--- src/rtl/pcg_pkg.sv ---
package pcg_pkg;
  localparam int unsigned NUM_BANKS  = 2;
  localparam int unsigned BANK_W     = 32;
  localparam int unsigned NUM_GATES  = NUM_BANKS * BANK_W;
  localparam int unsigned ADDR_W     = 8;
  localparam int unsigned BANK0_BASE = 'h24;
  localparam int unsigned BANK_STEP  = 'h10;

  // register kind within a bank, in word order
  localparam int unsigned K_EN   = 0;
  localparam int unsigned K_DIS  = 1;
  localparam int unsigned K_REQ  = 2;
  localparam int unsigned K_STAT = 3;

  // ids 32..35, 55, 57
  localparam logic [NUM_GATES-1:0] RSVD_MASK = 64'h0280_000F_0000_0000;

  function automatic logic [ADDR_W-1:0] reg_ofs(int unsigned bank, int unsigned kind);
    return ADDR_W'(BANK0_BASE + bank * BANK_STEP + kind * 4);
  endfunction
endpackage

--- src/rtl/pcg_bank.sv ---
module pcg_bank #(
  parameter int unsigned      W    = 32,
  parameter logic [W-1:0]     RSVD = '0,
  parameter logic [W-1:0]     RST  = '0
) (
  input  logic         clk_i,
  input  logic         rst_ni,
  input  logic [W-1:0] set_i,
  input  logic [W-1:0] clr_i,
  output logic [W-1:0] req_o
);
  logic [W-1:0] req_q;

  // clear has priority over set
  always_ff @(posedge clk_i or negedge rst_ni) begin
    if (!rst_ni) req_q <= RST & ~RSVD;
    else         req_q <= (req_q | set_i) & ~clr_i & ~RSVD;
  end

  assign req_o = req_q;
endmodule

--- src/rtl/pcg_settle.sv ---
module pcg_settle #(
  parameter int unsigned  W     = 64,
  parameter int unsigned  DEPTH = 4,
  parameter logic [W-1:0] RST   = '0
) (
  input  logic         clk_i,
  input  logic         rst_ni,
  input  logic [W-1:0] d_i,
  output logic [W-1:0] q_o
);
  logic [W-1:0] pipe_q [DEPTH];

  always_ff @(posedge clk_i or negedge rst_ni) begin
    if (!rst_ni) begin
      for (int i = 0; i < DEPTH; i++) pipe_q[i] <= RST;
    end else begin
      pipe_q[0] <= d_i;
      for (int i = 1; i < DEPTH; i++) pipe_q[i] <= pipe_q[i-1];
    end
  end

  assign q_o = pipe_q[DEPTH-1];
endmodule

--- src/rtl/pcg_top.sv ---
module pcg_top
  import pcg_pkg::*;
#(
  parameter int unsigned          SETTLE_CYC = 4,
  parameter logic [NUM_GATES-1:0] RESET_MASK = 64'h4
) (
  input  logic                 clk_i,
  input  logic                 rst_ni,
  input  logic                 wr_en_i,
  input  logic                 rd_en_i,
  input  logic [ADDR_W-1:0]    addr_i,
  input  logic [BANK_W-1:0]    wdata_i,
  output logic [BANK_W-1:0]    rdata_o,
  output logic [NUM_GATES-1:0] gate_en_o
);
  localparam logic [NUM_GATES-1:0] RST_EFF = RESET_MASK & ~RSVD_MASK;

  logic [NUM_GATES-1:0] req_flat;
  logic [NUM_GATES-1:0] stat_q;

  for (genvar b = 0; b < NUM_BANKS; b++) begin : g_bank
    logic [BANK_W-1:0] set_v, clr_v, req_v;

    assign set_v = (wr_en_i && addr_i == reg_ofs(b, K_EN))  ? wdata_i : '0;
    assign clr_v = (wr_en_i && addr_i == reg_ofs(b, K_DIS)) ? wdata_i : '0;

    pcg_bank #(
      .W    (BANK_W),
      .RSVD (RSVD_MASK[b*BANK_W +: BANK_W]),
      .RST  (RESET_MASK[b*BANK_W +: BANK_W])
    ) u_bank (
      .clk_i  (clk_i),
      .rst_ni (rst_ni),
      .set_i  (set_v),
      .clr_i  (clr_v),
      .req_o  (req_v)
    );

    assign req_flat[b*BANK_W +: BANK_W] = req_v;
  end

  pcg_settle #(
    .W     (NUM_GATES),
    .DEPTH (SETTLE_CYC),
    .RST   (RST_EFF)
  ) u_settle (
    .clk_i  (clk_i),
    .rst_ni (rst_ni),
    .d_i    (req_flat),
    .q_o    (stat_q)
  );

  assign gate_en_o = stat_q;

  always_comb begin
    rdata_o = '0;
    if (rd_en_i) begin
      for (int b = 0; b < NUM_BANKS; b++) begin
        if (addr_i == reg_ofs(b, K_REQ))  rdata_o = req_flat[b*BANK_W +: BANK_W];
        if (addr_i == reg_ofs(b, K_STAT)) rdata_o = stat_q[b*BANK_W +: BANK_W];
      end
    end
  end
endmodule

--- config.mk ---
export PLATFORM = sky130hd
export DESIGN_NAME = pcg_top
export DESIGN_NICKNAME = d
export VERILOG_FILES = /design/src/rtl/pcg_pkg.sv /design/src/rtl/pcg_bank.sv /design/src/rtl/pcg_settle.sv /design/src/rtl/pcg_top.sv
export SDC_FILE = /design/constraint.sdc
export NUM_CORES = 1
export LEC_CHECK = 0
export BUFFER_PORTS_ARGS = -buffer_cell sky130_fd_sc_hd__buf_2
export CORE_UTILIZATION = 56
export DETAILED_ROUTE_END_ITERATION = 10
export PLACE_DENSITY = 0.76
export SYNTH_ARGS = -nofsm -noshare
export SYNTH_HDL_FRONTEND = slang
export SYNTH_SLANG_ARGS = --single-unit
--- constraint.sdc ---
create_clock -name clk_i -period 1.8 [get_ports clk_i]
set_clock_uncertainty 0.2 [all_clocks]
set_input_delay 0.27 -clock clk_i [delete_from_list [all_inputs] [get_ports clk_i]]
set_output_delay 0.27 -clock clk_i [all_outputs]
set_load 0.02 [all_outputs]
==> results.md, run 1 <==
- Die area: 17300 sq um
- Register area share after synthesis: 77.2%
- CP Max Fanout: 5
- Buffers on Ports: 133
- Placement Cell Area: 10300 sq um
- CP endpoint kind: output port
- IO Count: 140
- DR vias/cell: 5.55
- Placement Setup Slack: -0.359 ns
- Clock buffer depth: 3
- Largest family of logic cells by synthesized area: compound AO/OA/AOI/OAI gates
- Violated checks: DRC, setup timing
- Mux cell area share after synthesis: 0%
- Layout area overhead: 30.1%
- Number of synthesized flops with an enable pin: 0
- HP Class: in2async
- Layout cells sized above 1: 39.0%
- Pwr Total: 0.0137 W
- # diodes: 0
- Post-synth top area cell: dfrtp_1
- Mapped Avg Cell Area: 14.9 sq um
- Worst path required time: 1.33 ns
- Worst-path clk slew: 0.06 ns
- Achievable frequency: 0.467 GHz
- Fin. max-slew vios: 0
- CTS Buf Count: 28
- Post-Synth Simple-Gate Area: 2.21%
- Util after Layout: 74.3%
- Commonest non-fill, non-tap cells in the layout: 285 x dfrtp_1, 116 x a21oi_1, 95 x buf_2, 57 x buf_4, 33 x dlygate4sd3_1
- Leak pwr: 6.16 nW
- Number of remaining DRC errors: 2
- Cell mode on critical path: buf_6
- Crit Path Class: in2out
- Routed wire per std cell: 21.2 um
- Synth Area in Adders: 0%
- DRT Wirelength: 22100 um
- Initial Util: 57.1%
- Largest net degree at the start of global routing: 70
- # rows: 47
- CORE AREA: 16500 sq um
- Final hold viol count: 0
- Setup-failing EPs final: 32
- Total Routing Usage GR: 26.1%
- H-tree levels: 1
- Yosys warning count: 0
- Antenna violations before repair: 0
- Status: finished, violations left
- Global placement routability congestion: 0.794
- Chip Width: 132 um
- Final period util: 119%
- Async SR Flop Fraction: 100%
- Pwr dens: 1120 nW/um^2
- Finished Cell Area: 12200 sq um
- CTS tree: done
- Die Span Y: 132 um
- Largest cells by area after synthesis: dfrtp_1 76%, a21oi_1 7.1%, buf_4 5.7%
- First-pass GRT wire length: 34400 um
- Cell Area, Synth: 9410 sq um
- CP cell instances: buf_8 > nor4_4 > buf_4 > buf_12 > buf_6 > a22o_1 > a22oi_2 > a21oi_4 > buf_6
- Crit path time final: 2.14 ns
- CTS Root Cell: clkbuf_16
- HPWL Detailed: 13100 um
- Synth Area in Compound Gates: 13.2%
- RSZ-0062 raised after global routing: true
- Layout Cells excl Fill: 1040
- Synthesis-stage register bit count: 290
- Synth top area share: 75.8%
- Placed cell count: 940
- Iter 0 DRT Violations: 459
- Final ANT Viol Nets: 0
- CTS Sinks: 290
- Routed via count: 5767
- Post-layout nets: 845
- XOR/XNOR share of the synthesized area: 0%
- Slowest CP cell: nor4_4
- Synth Flop Type: dfrtp_1
- Max cap viols: 0
- Worst-Skew Late Latency: 0.54 ns
- Crit path DAT: 1.67 ns
- Worst Setup Start Kind: input pin
- Worst VDD drop: 0.692 mV
- Slowest stage delay, CP: 0.36 ns
- First-pass detailed-route iteration total: 8
- Total gr overflow: 0
- Vias in the first global route: 6354
- Most common cell after layout, fill and taps aside: dfrtp_1
- Final WS setup: -0.344 ns
- Unique cell type count in the Yosys netlist: 26
- Cells after synthesis: 630
==> report_power, final <==
group	internal, W	switching [W]	total, W
sequential	0.00682	0.000161	0.00698
combinational	0.000254	0.000412	0.000666
clock	0.00370	0.00233	0.00603
==> per-layer routing <==
layer	global-route usage, %	up-vias	share of wire, %
met4	11.6	0	2.6
li1	-	2472	-
met5	0	-	0
met2	42.4	270	50
met1	34.2	2976	40
met3	5.48	49	7.0
==> registers in the layout (all words and copies together), names as in the netlist <==
register / count
u_settle.q_o: 58
g_bank.u_bank.req_o: 58
u_settle.pipe_q: 174
==> metrics by stage <==
stage               hold WS [ns]  TNS [ns]
finish                    0.0449     -8.91
global route              0.0800    -10.86
CTS                       0.0523     -8.29
detailed placement       0.00619    -17.52
global placement         0.00370    -14.68
floorplan                 -0.226    -0.148
==> cells in the mapped netlist (3+ instances only) <==
cell type	count
a221o_1	3
buf_6	6
a21oi_1	133
buf_2	14
nor3b_2	3
o21ai_0	20
clkbuf_1	4
a22o_1	17
buf_4	71
dfstp_2	5
o21ai_1	3
a22oi_1	38
dfrtp_1	285
nor2_1	10
==> path summary, 6_finish.rpt <==
check	from	end	slack, ns	cells past startpoint
worst max-delay path	addr_i[3]	rdata_o[13]	-0.34	9
worst min-delay path	rst_ni	u_settle.pipe_q[165]$_DFF_PN0_	0.04	2
worst max register to register	g_bank[1].u_bank.req_o[13]$_DFF_PN0_	g_bank[1].u_bank.req_o[13]$_DFF_PN0_	0.78	3
worst min register to register	u_settle.pipe_q[70]$_DFF_PN0_	u_settle.q_o[6]$_DFF_PN0_	0.14	0
max in group asynchronous	rst_ni	u_settle.q_o[38]$_DFF_PN0_	0.65	3
min in group clk_i	u_settle.pipe_q[70]$_DFF_PN0_	u_settle.q_o[6]$_DFF_PN0_	0.14	0
==> critical path, delay by kind of cell <==
kind	cells	cell delay (ns)
buf+inv	5	0.64
compound gates	3	0.39
simple gates	1	0.36
==> area by class of cell <==
cell class | instances | area, sq um
Fill cell | 1017 | 4230
Clock buffer | 44 | 902
Timing Repair Buffer | 230 | 1890
Multi-Input combinational cell | 251 | 1830
Sequential cell | 290 | 7260
Clock inverter | 5 | 78.8
Tap cell | 220 | 275
==> repair_timing <==
item | in CTS | in global routing
hold buffers | 33 | 0
buffers inserted | 15 | 3
setup endpoints to repair | 32 | 32
cloned | 2 | 2
pin swaps | 15 | 24
gates resized for setup | 99 | 42
endpoints found under the hold margin | 343 | 0
==> kinds of logic after synthesis <==
family / count (synthesis)
flops: 290
other cells: 1
buf+inv: 95
compound gates: 214
simple gates: 30
Note: power is estimated with default switching activity, not from simulation.
==> run 2, diff against run 1 <==
--- a/config.mk
+++ b/config.mk
@@ -9,6 +9,7 @@
 export CORE_UTILIZATION = 56
 export DETAILED_ROUTE_END_ITERATION = 10
 export PLACE_DENSITY = 0.76
+export REMOVE_ABC_BUFFERS = 1
 export SYNTH_ARGS = -nofsm -noshare
 export SYNTH_HDL_FRONTEND = slang
 export SYNTH_SLANG_ARGS = --single-unit
==> run 2 against run 1 <==
The flow finishes with violations (setup timing). Highest routed layer unchanged. First-iteration DRC count down 7.6%. Power rose by 1.4%. Register-to-register slack worse by 0.14 ns. Critical path type unchanged. Sequential cell count did not move.
==> results.md, run 2 (same netlist as run 1, synthesis figures left out) <==
- CTS Root Cell: clkbuf_16
- Die area: 17300 sq um (unchanged)
- CTS tree: done
- Switching share of total power: 22.1% (+0.83 points)
- Crit path DAT: 1.65 ns (-0.02 ns)
- CP endpoint kind: output port
- R2R setup slack: 0.64 ns (-0.14 ns)
- Commonest non-fill, non-tap cells in the layout: 285 x dfrtp_1, 127 x a21oi_1, 96 x buf_2, 71 x buf_4
- Final ANT Viol Nets: 0 (unchanged)
- Crit Path Class: in2out
- CTS Sinks: 290 (unchanged)
- Routed wire per std cell: 23.7 um (+12%)
- H-tree levels: 1 (unchanged)
- Worst-path clk slew: 0.06 ns (about the same)
- Fillers: 951 (-6.5%)
- RSZ-0062 raised after global routing: true
- Total gr overflow: 0 (unchanged)
- CP Max Fanout: 16 (+11)
- Routed via count: 5995 (+4.0%)
- First-pass GRT wire length: 36500 um (+5.9%)
- Die Span Y: 132 um (unchanged)
- Clk pwr share: 44.3% (+0.2 points)
- Most common cell after layout, fill and taps aside: dfrtp_1
- FF-to-FF End: g_bank[1].u_bank.req_o[19]$_DFF_PN0_
- First-pass detailed-route iteration total: 7 (-1)
- Comb pwr share: 5.3% (+0.4 points)
- HP Class: in2async
- R2R Path Start: g_bank[1].u_bank.req_o[19]$_DFF_PN0_
- Iter 0 DRT Violations: 424 (-7.6%)
- CORE AREA: 16500 sq um (unchanged)
- HPWL Detailed: 12800 um (-2.0%)
- Worst-Skew Late Latency: 0.53 ns (about the same)
- DRT Wirelength: 25000 um (+13%)
- Buffers on Ports: 133 (unchanged)
- Fin. max-slew vios: 0 (unchanged)
- Setup TNS Final: -7.88 ns (+1.03 ns)
- Layout Cells excl Fill: 1057 (+1.6%)
- Violated checks: setup timing
- Total Routing Usage GR: 28.2% (+2.2 points)
- Worst path required time: 1.33 ns (about the same)
- CP startpoint: addr_i[3]
- Placed cell count: 936 (-0.43%)
- Number of remaining DRC errors: 0 (-2)
- Switching Power: 0.00306 W (+5.4%)
- Layout cells sized above 1: 37.4% (-1.6 points)
- Worst Setup Start Kind: input pin
- CP Capture Point: rdata_o[18]
- Max cap viols: 0 (unchanged)
- Util after Layout: 75.1% (+0.82 points)
- CTS Buf Count: 28 (unchanged)
- # rows: 47 (unchanged)
- Leak pwr: 6.26 nW (+1.7%)
- Worst R2R Path Depth: 4 (+1)
- Chip Width: 132 um (unchanged)
- Largest net degree at the start of global routing: 50 (-29%)
- DR vias/cell: 5.67 (+2.3%)
- Crit path time final: 2.12 ns (-0.0252 ns)
- Worst VDD drop: 0.800 mV (+16%)
- Pwr dens: 1120 nW/um^2 (+0.32%)
- Sequential power share: 50.4% (-0.6 points)
- IO Count: 140 (unchanged)
- Post-layout nets: 858 (+1.5%)
- Final period util: 118% (-1.4 points)
- Antenna violations before repair: 1 (+1)
- Vias in the first global route: 6338 (-0.25%)
- Layout area overhead: 31.5%
- Max FFs per register: 174 (unchanged)
- Global placement routability congestion: 0.782 (-1.6%)
- Initial Util: 57.1% (unchanged)
- Cell-internal power: 0.0108 W (+0.36%)
- Final hold viol count: 0 (unchanged)
- Final WS setup: -0.318 ns (+0.0252 ns)
- Achievable frequency: 0.472 GHz (+1.2%)
- Setup-failing EPs final: 32 (unchanged)
- Clock buffer depth: 3 (unchanged)
- Status: finished, violations left
- Biggest register: u_settle.pipe_q
run 2: changes by cell type in the layout (fill, tap and decap cells not counted), sizes merged:
cell	previous run	this run
buf	195	206
bufinv	2	4
clkbuf	46	45
clkinv	2	5
clkinvlp	0	1
diode	0	1
run 2: power groups by stage:
| stage | sequential [W] | combinational, W | clock (W) |
|---|---|---|---|
| detailed placement | 0.00708 | 0.000552 | 0 |
| CTS | 0.00698 | 0.000690 | 0.00616 |
| global route | 0.00701 | 0.000793 | 0.00646 |
| floorplan | 0.00710 | 0.000103 | 0 |
| global placement | 0.00706 | 0.000529 | 0 |
| finish | 0.00699 | 0.000733 | 0.00615 |
run 2: cell type report:
class | count | area, sq um | share of cell area (%)
diodes | 1 | 2.50 | 0.0202
repair buffers | 243 | 2110 | 17.0
multi-input cells | 251 | 1750 | 14.1
clock buffers | 41 | 811 | 6.55
well taps | 220 | 275 | 2.22
flip-flops and latches | 290 | 7260 | 58.7
clock inverters | 11 | 161 | 1.30
run 2: how the worst min path moves through the flow:
| stage | start | slack (ns) | to | cells after the start |
|---|---|---|---|---|
| after floorplan | rst_ni | -0.23 | g_bank[0].u_bank.req_o[0]$_DFF_PN0_ | 0 |
| after global placement | rst_ni | 0.004 | u_settle.q_o[51]$_DFF_PN0_ | 1 |
| after detailed placement | rst_ni | 0.008 | u_settle.q_o[51]$_DFF_PN0_ | 1 |
| after CTS | rst_ni | 0.06 | u_settle.pipe_q[77]$_DFF_PN0_ | 2 |
| after global routing | rst_ni | 0.08 | u_settle.pipe_q[141]$_DFF_PN0_ | 2 |
| final | rst_ni | 0.06 | u_settle.pipe_q[77]$_DFF_PN0_ | 2 |
run 2: critical path: stages:
cell and delay (ns):
buf_8 0.10, nor4_4 0.31, buf_6 0.21, nand2_4 0.11, buf_12 0.17, o21ai_0 0.23
a21oi_2 0.06, buf_4 0.16
run 2: repair_timing:
action | CTS | global route
gates cloned | 4 | 4
hold endpoints to repair | 348 | 0
resized for setup | 95 | 40
setup buffers | 17 | 10
endpoints found under the setup margin | 32 | 32
hold buffers | 33 | 0
pin swaps | 19 | 23
run 2: metrics by stage:
step           setup WS [ns]  hold slack [ns]  total power, W  instance area [sq um]
4_1_cts               -0.282           0.0605          0.0138                  12100
6_report              -0.318           0.0553          0.0139                  12400
2_1_floorplan          -2.57           -0.226         0.00720                   8740
3_3_place_gp          -0.415          0.00390         0.00759                  10200
3_5_place_dp          -0.364          0.00781         0.00764                  10200
5_1_grt               -0.398           0.0839          0.0143                  12400
run 2: per-layer routing:
metal / GRT usage [%] / up-vias / part of all wire (%)
met1: 37.5 / 3142 / 40
met5: 0 / - / 0
li1: - / 2507 / -
met4: 9.69 / 0 / 2.6
met3: 4.75 / 50 / 6.4
met2: 47.7 / 296 / 51
==> run 3, diff against run 2 <==
--- a/config.mk
+++ b/config.mk
@@ -5,8 +5,9 @@
 export SDC_FILE = /design/constraint.sdc
 export NUM_CORES = 1
 export LEC_CHECK = 0
+export ABC_AREA = 1
 export BUFFER_PORTS_ARGS = -buffer_cell sky130_fd_sc_hd__buf_2
-export CORE_UTILIZATION = 56
+export CORE_UTILIZATION = 57
 export DETAILED_ROUTE_END_ITERATION = 10
 export PLACE_DENSITY = 0.76
 export REMOVE_ABC_BUFFERS = 1
==> run 3 against run 2 <==
The run still ends with setup timing left. Worst hold slack lost 0.024 ns. Critical path depth grew 1. Utilization rose by 1.9 points. Power down 0.43%. Setup slack improved by 0.11 ns. Critical path type unchanged. Critical endpoint is now rdata_o[10]. Highest routed layer unchanged.
==> results.md, run 3 <==
- Antenna violations before repair: 1 (unchanged)
- Biggest register: u_settle.pipe_q
- RSZ-0062 raised after global routing: true
- WL met2: 13100 um (+3.1%)
- H-tree levels: 1 (unchanged)
- DR top layer: met4
- Register area share after synthesis: 70.6% (-6.6 points)
- DR vias/cell: 5.38 (-5.1%)
- CP cell instances: buf_8 > buf_6 > nor2_4 > nand4_1 > buf_6 > clkbuf_16 > o21ai_0 > nor2_1 > buf_4
- Pwr dens: 1030 nW/um^2 (-8.5%)
- Die area: 18600 sq um (+7.4%)
- Post-synth top area cell: dfrtp_1
- Iter 0 DRT Violations: 484 (+14%)
- Slowest stage delay, CP: 0.22 ns (-0.09 ns)
- Commonest non-fill, non-tap cells in the layout: 285 x dfrtp_1, 94 x buf_2, 93 x inv_1, 92 x nand3_1
- Violated checks: setup timing
- Worst-path clk slew: 0.06 ns (about the same)
- Most common cell after layout, fill and taps aside: dfrtp_1
- CTS Sinks: 290 (unchanged)
- Top-count cell post-synth: dfrtp_1
- CTS tree: done
- Initial Util: 58.9% (+1.8 points)
- Clock buffer depth: 3 (unchanged)
- CP Max Fanout: 7 (-9)
- Vias in the first global route: 7161 (+13%)
- CTS Buf Count: 28 (unchanged)
- Crit Path Class: in2out
- Max cap viols: 0 (unchanged)
- Worst VDD drop: 0.884 mV (+11%)
- Final ANT Viol Nets: 0 (unchanged)
- Placement Setup Slack: -0.242 ns (+0.122 ns)
- Worst-Skew Late Latency: 0.53 ns (about the same)
- Number of remaining DRC errors: 0 (unchanged)
- Slowest CP cell: buf_6
- Final period util: 111% (-6.3 points)
- Largest net degree at the start of global routing: 68 (+36%)
- Synth Flop Type: dfrtp_1
- CP endpoint kind: output port
- Pwr Total: 0.0138 W (-0.43%)
- Cell mode on critical path: buf_6
- Mapped Avg Cell Area: 11.2 sq um (-25%)
- Synth top area share: 69.3% (-6.5 points)
- WL met1: 10800 um (+6.9%)
- Status: finished, violations left
- Routed wire per std cell: 19.6 um (-17%)
- IO Count: 140 (unchanged)
- Synthesis-stage register bit count: 290 (unchanged)
- Total Routing Usage GR: 27.5% (-0.70 points)
- CORE AREA: 17500 sq um (+6.1%)
- Fin. max-slew vios: 0 (unchanged)
- Routed wl met3: 1530 um (-5.4%)
- Chip Width: 136 um (+3.6%)
- Crit path time final: 2.01 ns (-0.113 ns)
- CTS Root Cell: clkbuf_16
- Routed via count: 7234 (+21%)
- Worst Setup Start Kind: input pin
- Worst path required time: 1.33 ns (about the same)
- Async SR Flop Fraction: 100% (unchanged)
- Layout cells sized above 1: 31.8% (-5.6 points)
- Die Span Y: 136 um (+3.6%)
- Buffers on Ports: 133 (unchanged)
- Global placement routability congestion: 0.785 (+0.38%)
- First-pass GRT wire length: 38100 um (+4.5%)
- Final WS setup: -0.206 ns (+0.113 ns)
- DRT Wirelength: 26300 um (+5.0%)
- Achievable frequency: 0.499 GHz (+5.6%)
- Synth top cells by count: 285 x dfrtp_1, 112 x nand3_1, 99 x inv_1, 96 x nand2_1, 65 x buf_4
- Max FFs per register: 174 (unchanged)
- Crit path DAT: 1.54 ns (-0.11 ns)
- Number of synthesized flops with an enable pin: 0 (unchanged)
- HPWL Detailed: 13900 um (+8.1%)
- Final hold viol count: 0 (unchanged)
- Unique cell type count in the Yosys netlist: 22 (-15%)
- Yosys warning count: 0 (unchanged)
- Post-layout nets: 1140 (+33%)
- Largest cells by area after synthesis: dfrtp_1 69%, nand3_1 5.4%, buf_4 4.7%
- First-pass detailed-route iteration total: 5 (-2)
- Leak pwr: 5.78 nW (-7.7%)
- Cell Area, Synth: 10300 sq um (+9.4%)
- Total gr overflow: 0 (unchanged)
- Setup-failing EPs final: 32 (unchanged)
- HP Class: in2async
- Layout area overhead: 30.8%
- # rows: 48 (+2.1%)
- Cells after synthesis: 920 (+46%)
[run 3: cell types whose count changed in the layout (fill, tap and decap cells not counted), sizes merged, moves of 3 or more]
cell | before | now
a21oi | 133 | 64
a221o | 3 | 0
a22o | 17 | 0
a22oi | 38 | 0
and4b | 4 | 0
buf | 206 | 209
clkinv | 5 | 10
inv | 1 | 99
nand2 | 3 | 97
nand3 | 2 | 112
nor2 | 10 | 62
nor3 | 0 | 59
nor3b | 3 | 0
o21ai | 23 | 26
[run 3: path summary, 6_finish.rpt]
path | start | end | slack (ns) | cells after the start
max in group asynchronous | rst_ni | g_bank[1].u_bank.req_o[6]$_DFF_PN0_ | 0.67 | 3
setup reg to reg | g_bank[0].u_bank.req_o[2]$_DFF_PN1_ | g_bank[0].u_bank.req_o[2]$_DFF_PN1_ | 0.71 | 3
hold / removal | rst_ni | u_settle.pipe_q[217]$_DFF_PN0_ | 0.03 | 2
hold reg to reg | u_settle.pipe_q[75]$_DFF_PN0_ | u_settle.q_o[11]$_DFF_PN0_ | 0.14 | 0
min in group clk_i | wr_en_i | g_bank[1].u_bank.req_o[10]$_DFF_PN0_ | 0.12 | 6
setup / recovery | addr_i[7] | rdata_o[10] | -0.21 | 9
[run 3: area by class of cell]
cell class,instances,area (sq um)
diodes,1,2.50
clock buffers,40,857
clock inverters,12,113
fillers,1073,4020
inverters,100,388
multi-input cells,429,2340
flip-flops and latches,290,7260
well taps,225,282
repair buffers,247,2210
[run 3: logic make-up (layout without fill, tap and decap cells)]
logic type      Yosys count  after routing  share of synthesized area (%)
simple gates            333            333                           14.6
buf+inv                 206            399                           10.4
compound gates           90             90                           4.38
other cells               1              7                         0.0364
flops                   290            290                           70.6
[run 3: metal layers]
| layer | up-vias | global-route usage, % |
|---|---|---|
| met5 | - | 0 |
| li1 | 3234 | - |
| met3 | 69 | 5.82 |
| met1 | 3644 | 37.1 |
| met4 | 0 | 11.0 |
| met2 | 287 | 44.0 |
[run 3: stage by stage]
stage	cells	setup TNS (ns)	hold slack (ns)	area, sq um	util, %
floorplan	819	-66.26	-0.226	9610	-
global placement	1223	-5.36	0.00236	11100	63.6
detailed placement	1223	-8.45	-0.000791	11100	63.6
CTS	1334	-2.58	0.0318	12900	74.0
global route	1344	-7.22	0.0516	13500	77.0
finish	1344	-4.77	0.0309	13500	77.0
[run 3: power by group]
| part | leakage (nW) | internal [W] | switching [W] | total (W) |
|---|---|---|---|---|
| clock | 0.488 | 0.00359 | 0.00241 | 0.00600 |
| sequential | 2.63 | 0.00682 | 0.000148 | 0.00697 |
| combinational | 2.66 | 0.000325 | 0.000523 | 0.000849 |
| total | 5.78 | 0.0107 | 0.00308 | 0.0138 |
[run 3: repair_timing]
| item | CTS | global route |
|---|---|---|
| setup buffers | 23 | 7 |
| resized for setup | 76 | 122 |
| endpoints found under the hold margin | 348 | 0 |
| endpoints found under the setup margin | 32 | 32 |
| cloned | 5 | 5 |
| hold buffers | 33 | 0 |
| pin swaps | 15 | 39 |
[run 3: critical path, delay by kind of cell]
| kind | cells | cell delay [ns] |
|---|---|---|
| AOI/OAI and AO/OA | 1 | 0.15 |
| buffers and inverters | 5 | 0.76 |
| and+or+nand+nor | 3 | 0.34 |
